<file path="src/rtl/sc_pkg.sv">
package sc_pkg;

   localparam logic [5:0] OPC_RTYPE = 6'h00;
   localparam logic [5:0] OPC_JUMP  = 6'h02;
   localparam logic [5:0] OPC_BEQ   = 6'h04;
   localparam logic [5:0] OPC_LOAD  = 6'h23;
   localparam logic [5:0] OPC_STORE = 6'h2B;

   localparam logic [5:0] FN_ADD = 6'h20;
   localparam logic [5:0] FN_SUB = 6'h22;
   localparam logic [5:0] FN_AND = 6'h24;
   localparam logic [5:0] FN_OR  = 6'h25;
   localparam logic [5:0] FN_SLT = 6'h2A;

   typedef enum logic [2:0] {
      ALU_ADD,
      ALU_SUB,
      ALU_AND,
      ALU_OR,
      ALU_SLT
   } alu_op_e;

   typedef enum logic [1:0] {
      CLS_ADD,
      CLS_SUB,
      CLS_FUNCT
   } alu_cls_e;

   typedef struct packed {
      logic    reg_write;
      logic    dst_is_rd;
      logic    use_imm;
      logic    mem_write;
      logic    mem_to_reg;
      logic    branch;
      logic    jump;
      alu_op_e alu_op;
   } ctrl_t;

endpackage

</file>
<file path="src/rtl/sc_decode.sv">
module sc_decode
   import sc_pkg::*;
(
   input  logic [5:0] opcode,
   input  logic [5:0] funct,
   output ctrl_t      ctrl
);

   alu_cls_e cls;
   logic     main_rw;
   logic     funct_ok;
   alu_op_e  fn_op;

   // Main decode: one row per opcode
   always_comb begin
      ctrl    = '0;
      cls     = CLS_ADD;
      main_rw = 1'b0;
      unique case (opcode)
         OPC_RTYPE: begin
            main_rw        = 1'b1;
            ctrl.dst_is_rd = 1'b1;
            cls            = CLS_FUNCT;
         end
         OPC_LOAD: begin
            main_rw         = 1'b1;
            ctrl.use_imm    = 1'b1;
            ctrl.mem_to_reg = 1'b1;
         end
         OPC_STORE: begin
            ctrl.use_imm   = 1'b1;
            ctrl.mem_write = 1'b1;
         end
         OPC_BEQ: begin
            ctrl.branch = 1'b1;
            cls         = CLS_SUB;
         end
         OPC_JUMP: begin
            ctrl.jump = 1'b1;
         end
         default: ;
      endcase
      ctrl.alu_op    = (cls == CLS_FUNCT) ? fn_op :
                       (cls == CLS_SUB)   ? ALU_SUB : ALU_ADD;
      ctrl.reg_write = main_rw && ((cls != CLS_FUNCT) || funct_ok);
   end

   // ALU control: funct field refines R-type
   always_comb begin
      funct_ok = 1'b1;
      fn_op    = ALU_ADD;
      unique case (funct)
         FN_ADD: fn_op = ALU_ADD;
         FN_SUB: fn_op = ALU_SUB;
         FN_AND: fn_op = ALU_AND;
         FN_OR:  fn_op = ALU_OR;
         FN_SLT: fn_op = ALU_SLT;
         default: funct_ok = 1'b0;
      endcase
   end

endmodule

</file>
<file path="src/rtl/sc_alu.sv">
module sc_alu
   import sc_pkg::*;
#(
   parameter int WIDTH = 32
) (
   input  logic [WIDTH-1:0] op_a,
   input  logic [WIDTH-1:0] op_b,
   input  alu_op_e          op,
   output logic [WIDTH-1:0] result,
   output logic             is_zero
);

   logic [WIDTH-1:0] diff;

   assign diff = op_a - op_b;

   always_comb begin
      unique case (op)
         ALU_ADD: result = op_a + op_b;
         ALU_SUB: result = diff;
         ALU_AND: result = op_a & op_b;
         ALU_OR:  result = op_a | op_b;
         ALU_SLT: result = {{(WIDTH-1){1'b0}}, ($signed(op_a) < $signed(op_b))};
         default: result = '0;
      endcase
   end

   assign is_zero = (result == '0);

endmodule

</file>
<file path="src/rtl/sc_regfile.sv">
module sc_regfile #(
   parameter int WIDTH = 32,
   parameter int DEPTH = 32,
   localparam int SEL_W = $clog2(DEPTH)
) (
   input  logic             clk,
   input  logic [SEL_W-1:0] sel_a,
   input  logic [SEL_W-1:0] sel_b,
   output logic [WIDTH-1:0] data_a,
   output logic [WIDTH-1:0] data_b,
   input  logic             wr_en,
   input  logic [SEL_W-1:0] wr_sel,
   input  logic [WIDTH-1:0] wr_data
);

   logic [DEPTH-1:0] load_en;
   logic [WIDTH-1:0] bank [DEPTH];

   for (genvar g = 0; g < DEPTH; g++) begin : g_word
      assign load_en[g] = wr_en && (wr_sel == SEL_W'(g));
      if (g == 0) begin : g_zero
         assign bank[g] = '0;
      end else begin : g_store
         logic [WIDTH-1:0] q;
         always_ff @(posedge clk) begin
            if (load_en[g]) q <= wr_data;
         end
         assign bank[g] = q;
      end
   end

   assign data_a = bank[sel_a];
   assign data_b = bank[sel_b];

endmodule

</file>
<file path="src/rtl/sc_core.sv">
module sc_core
   import sc_pkg::*;
#(
   parameter int XLEN  = 32,
   parameter int NREGS = 32
) (
   input  logic            clk,
   input  logic            rst,
   output logic [XLEN-1:0] imem_addr,
   input  logic [31:0]     imem_data,
   output logic [XLEN-1:0] dmem_addr,
   output logic [XLEN-1:0] dmem_wdata,
   output logic            dmem_we,
   input  logic [XLEN-1:0] dmem_rdata
);

   localparam int SEL_W = $clog2(NREGS);
   localparam int IMM_W = 16;
   localparam int JF_W  = 26;

   if (XLEN != 32) begin : g_bad_xlen
      $error("sc_core: XLEN must be 32 for this encoding");
   end
   if (NREGS != 32 || SEL_W != 5) begin : g_bad_nregs
      $error("sc_core: NREGS must be 32 (5-bit register fields)");
   end

   logic [XLEN-1:0]  pc, pc_plus4, pc_next, br_target, jmp_target;
   logic [5:0]       opcode, funct;
   logic [SEL_W-1:0] f_rs, f_rt, f_rd, wr_sel;
   logic [XLEN-1:0]  imm_sx, rd_a, rd_b, alu_b, alu_y, wb_data;
   logic             alu_zero;
   ctrl_t            ctrl;
   logic             unused_shamt;

   assign opcode       = imem_data[31:26];
   assign f_rs         = imem_data[25:21];
   assign f_rt         = imem_data[20:16];
   assign f_rd         = imem_data[15:11];
   assign funct        = imem_data[5:0];
   assign unused_shamt = ^imem_data[10:6];
   assign imm_sx       = {{(XLEN-IMM_W){imem_data[IMM_W-1]}}, imem_data[IMM_W-1:0]};

   sc_decode i_decode (
      .opcode (opcode),
      .funct  (funct),
      .ctrl   (ctrl)
   );

   assign wr_sel  = ctrl.dst_is_rd ? f_rd : f_rt;
   assign wb_data = ctrl.mem_to_reg ? dmem_rdata : alu_y;

   sc_regfile #(.WIDTH(XLEN), .DEPTH(NREGS)) i_regfile (
      .clk     (clk),
      .sel_a   (f_rs),
      .sel_b   (f_rt),
      .data_a  (rd_a),
      .data_b  (rd_b),
      .wr_en   (ctrl.reg_write),
      .wr_sel  (wr_sel),
      .wr_data (wb_data)
   );

   assign alu_b = ctrl.use_imm ? imm_sx : rd_b;

   sc_alu #(.WIDTH(XLEN)) i_alu (
      .op_a    (rd_a),
      .op_b    (alu_b),
      .op      (ctrl.alu_op),
      .result  (alu_y),
      .is_zero (alu_zero)
   );

   assign dmem_addr  = alu_y;
   assign dmem_wdata = rd_b;
   assign dmem_we    = ctrl.mem_write;

   // Next program counter
   assign pc_plus4   = pc + XLEN'(4);
   assign br_target  = pc_plus4 + {imm_sx[XLEN-3:0], 2'b00};
   assign jmp_target = {pc_plus4[XLEN-1:XLEN-4], imem_data[JF_W-1:0], 2'b00};

   always_comb begin
      pc_next = pc_plus4;
      if (ctrl.jump)                     pc_next = jmp_target;
      else if (ctrl.branch && alu_zero)  pc_next = br_target;
   end

   always_ff @(posedge clk) begin
      if (rst) pc <= '0;
      else     pc <= pc_next;
   end

   assign imem_addr = pc;

endmodule

</file>
<file path="config.mk">
export PLATFORM = sky130hd
export DESIGN_NAME = sc_core
export DESIGN_NICKNAME = d
export VERILOG_FILES = /design/src/rtl/sc_pkg.sv /design/src/rtl/sc_decode.sv /design/src/rtl/sc_alu.sv /design/src/rtl/sc_regfile.sv /design/src/rtl/sc_core.sv
export SDC_FILE = /design/constraint.sdc
export NUM_CORES = 2
export LEC_CHECK = 0
export BUFFER_PORTS_ARGS = -buffer_cell sky130_fd_sc_hd__buf_4
export CAP_MARGIN = 5
export CELL_PAD_IN_SITES_DETAIL_PLACEMENT = 1
export CELL_PAD_IN_SITES_GLOBAL_PLACEMENT = 1
export CORE_ASPECT_RATIO = 0.8
export CORE_UTILIZATION = 40
export DETAILED_ROUTE_END_ITERATION = 10
export PLACE_DENSITY_LB_ADDON = 0.3
export SETUP_SLACK_MARGIN = 0.15
export SYNTH_ARGS = -nofsm -noshare
export SYNTH_HDL_FRONTEND = slang
export SYNTH_SLANG_ARGS = --single-unit
</file>
<file path="constraint.sdc">
create_clock -name clk -period 8.1 [get_ports clk]
set_input_delay 0.81 -clock clk [delete_from_list [all_inputs] [get_ports clk]]
set_output_delay 0.81 -clock clk [all_outputs]
set_load 0.01 [all_outputs]
</file>
==> flow_summary.yaml <==
die:
  num_rows: 121
  ios: 163
  die_area_mm2: 0.140
  die_w_um: 418
  die_h_um: 335
  core_area_mm2: 0.137
  initial_core_util_pct: 40.5
global_route:
  grt_pass1_vias: 36300
  grt_max_degree: 85
  antenna_found_initial: 4
  grt_remaining_overflow: 0
  grt_pass1_wl_um: 270000
  track_usage_pct: 27.1
synth:
  synth-edff-count: 992
  synthesis.area_mm2: 0.0554
  synth_seq_cells: 1022
  ys.flop_type: "edfxtp_1"
  syn_avg_cell_area_um2: 16.1
  postSynthCellCount: 3443
  ys_types: 97
  yosysWarnings: 0
  ys_seq_area_share_pct: 54.8
  async_flop_share_pct: 0
routing:
  drt_iter0_markers: 4067
  drt-total-wl_um: 190000
  routedWlPerCell_um: 34.2
  avgViaCountPerCell: 6.44
  antenna_left: 0
  vias: 35700
  route.detailed.drc: 0
  drt_pass1_iterations: 5
outcome:
  outcome: "complete, no violations"
clock_tree:
  cts_buffer_depth: 3
  clkSinkCount: 1022
  hold_buffers: 0
  post-cts-setup-buffer-count: 0
  cts_resized: 0
  cts.clk_slew.worst_paths_ns: 0.07
  htreeDepth: 3
  cts_buffers: 107
  clk_latency_ns: 0.75
  cts_tree: "yes"
  cts-root-buf: "clkbuf_16"
pwr:
  power_w: 0.0148
  vdd_drop_max_mv: 0.169
  pwr_density_cell_mw_per_mm2: 234
  power_leakage_nw: 21.2
timing:
  tightest_slew_ns: 1.22
  setup_viol: 0
  slew_viol_final: 0
  post-route-min-period_ns: 7.62
  min_period_over_period_pct: 94.0
  fin_skew_ns: 0.0560
  rsz0062_at_grt: "no"
  slew_headroom_pct: 18.8
  setup_tns_ns: 0
  timing_hold_violations_final: 0
  whs_ns: 0.388
  finalWorstSetupSlack_ns: 0.484
  fmax_ghz: 0.131
worst_setup_path:
  required_ns: 7.29
  startpoint: "imem_data[16]"
  end_kind: "primary output"
  r2r_slack_ns: 1.28
  worstRegToRegCells: 21
  r2r-end: "imem_addr[2]$_SDFF_PP0_"
  r2r-start: "i_regfile.g_word[15].g_store.q[0]$_DFFE_PP_"
  cp.arrival_ns: 6.81
  criticalPathCategory: "in2out"
  cp-endpoint: "dmem_addr[30]"
  crit_path_start_kind: "primary input"
  critPathMaxFanout: 58
final_layout:
  fillerInstances: 13100
  seq_area_mm2: 0.0304
  final_common_cell: "edfxtp_1"
  mostFrequentLayoutCells: "992 x edfxtp_1, 576 x mux4_2, 283 x buf_4"
  syn_to_final_growth_pct: 13.9
  drive_gt1_share_pct: 32.7
  nets: 3812
  multiInputGateArea_mm2: 0.0239
placed_design:
  routabilityCongestion: 0.958
  io_buffers: 160
  dp_hpwl_um: 120000
  dp_slack_ns: 0.158
min_path:
  hold_depth: 2
  min_path_type: "in2reg"
flow_run:
  drv_cap: 0
[cell type report]
cell class | count | area share, %
Antenna cell | 2 | 0.00793
Clock buffer | 129 | 4.41
Inverter | 134 | 0.797
Timing Repair Buffer | 301 | 3.88
Sequential cell | 1022 | 48.1
Multi-Input combinational cell | 2046 | 37.8
Clock inverter | 74 | 1.29
Tap cell | 1845 | 3.66
[worst max-delay path: stages]
cell and delay (ns):
buf_8 0.47, buf_12 0.42, buf_4 0.46, mux4_2 0.56
mux4_2 0.47, mux2i_1 0.50, o21a_1 0.23, ha_1 0.39
a21oi_1 0.30, o31ai_1 0.15, a41oi_1 0.29, o21ai_0 0.12
o21bai_2 0.29, nand4_1 0.15, a21oi_1 0.10, a221o_1 0.43
a21o_1 0.29, buf_4 0.18
[per-layer routing]
| metal | vias up | routed length (um) | GRT usage (%) |
|---|---|---|---|
| met5 | - | 0 | 0 |
| met4 | 0 | 5830 | 7.84 |
| met3 | 303 | 17100 | 5.54 |
| met1 | 19100 | 80300 | 39.0 |
| met2 | 1794 | 86600 | 41.5 |
| li1 | 14500 | - | - |
[cell families (layout without fill, tap and decap cells)]
| group | count (synthesis) | in the layout | synth area share (%) |
|---|---|---|---|
| flip-flops | 1022 | 1022 | 54.8 |
| multiplexers | 747 | 747 | 26.7 |
| AO/OA/AOI/OAI | 585 | 585 | 7.13 |
| AND/OR/NAND/NOR | 509 | 509 | 4.50 |
| buffers and inverters | 376 | 638 | 2.62 |
| adder cells (fa/ha/maj) | 134 | 134 | 3.07 |
| XOR/XNOR | 69 | 69 | 1.09 |
| other | 1 | 4 | 0.00677 |
[worst min-delay path by stage]
stage / startpoint / to / slack (ns)
after floorplan: imem_addr[31]$_SDFF_PP0_ / imem_addr[31]$_SDFF_PP0_ / 0.69
after global placement: imem_addr[31]$_SDFF_PP0_ / imem_addr[31]$_SDFF_PP0_ / 0.69
after detailed placement: imem_addr[31]$_SDFF_PP0_ / imem_addr[31]$_SDFF_PP0_ / 0.69
after CTS: rst / imem_addr[20]$_SDFF_PP0_ / 0.36
after global routing: rst / imem_addr[20]$_SDFF_PP0_ / 0.37
final: rst / imem_addr[3]$_SDFF_PP0_ / 0.39
[cell usage after synthesis, types with 7 or more instances]
cell type	count	share of area, %
a211o_1	7	0.11
a211oi_1	39	0.53
a21o_1	33	0.45
a21oi_1	176	1.6
a221oi_1	8	0.13
a22o_1	33	0.52
a31oi_1	19	0.21
and2_1	11	0.12
and3_1	11	0.12
buf_1	64	0.43
buf_2	12	0.11
clkbuf_1	160	1.1
dfxtp_1	30	1.1
edfxtp_1	992	54
ha_1	131	3.0
inv_1	134	0.91
mux2_2	105	2.1
mux2i_1	66	1.2
mux4_2	576	23
nand2_1	101	0.68
nand2b_1	20	0.23
nand3_1	39	0.35
nand4_1	12	0.14
nor2_1	172	1.2
nor2b_1	30	0.34
nor3_1	47	0.42
nor4_1	14	0.16
o211ai_1	25	0.34
o21a_1	32	0.43
o21ai_0	96	0.87
o21bai_1	7	0.095
o22ai_1	10	0.11
o311a_1	7	0.13
o31ai_1	10	0.14
or3_1	14	0.16
xnor2_1	49	0.77
xor2_1	20	0.32
[metrics by stage]
stage,cells,cell area [um2],utilization (%)
2_1_floorplan,3444,55400,-
3_3_place_gp,5348,59500,43.5
3_5_place_dp,5348,59500,43.5
4_1_cts,5551,63100,46.2
5_1_grt,5551,63100,46.2
6_report,5553,63100,46.2
[where the power goes]
part           switching (W)  internal (W)  leakage (nW)
registers         0.00000609       0.00651          9.12
logic                0.00215       0.00106          10.3
clock network        0.00216       0.00291          1.74
total                0.00432        0.0105          21.2
[sequential cells by signal (all words and copies together), names as in the netlist]
register,count
i_regfile.g_word.g_store.q,992
imem_addr,30
Note: power is estimated with default switching activity, not from simulation.
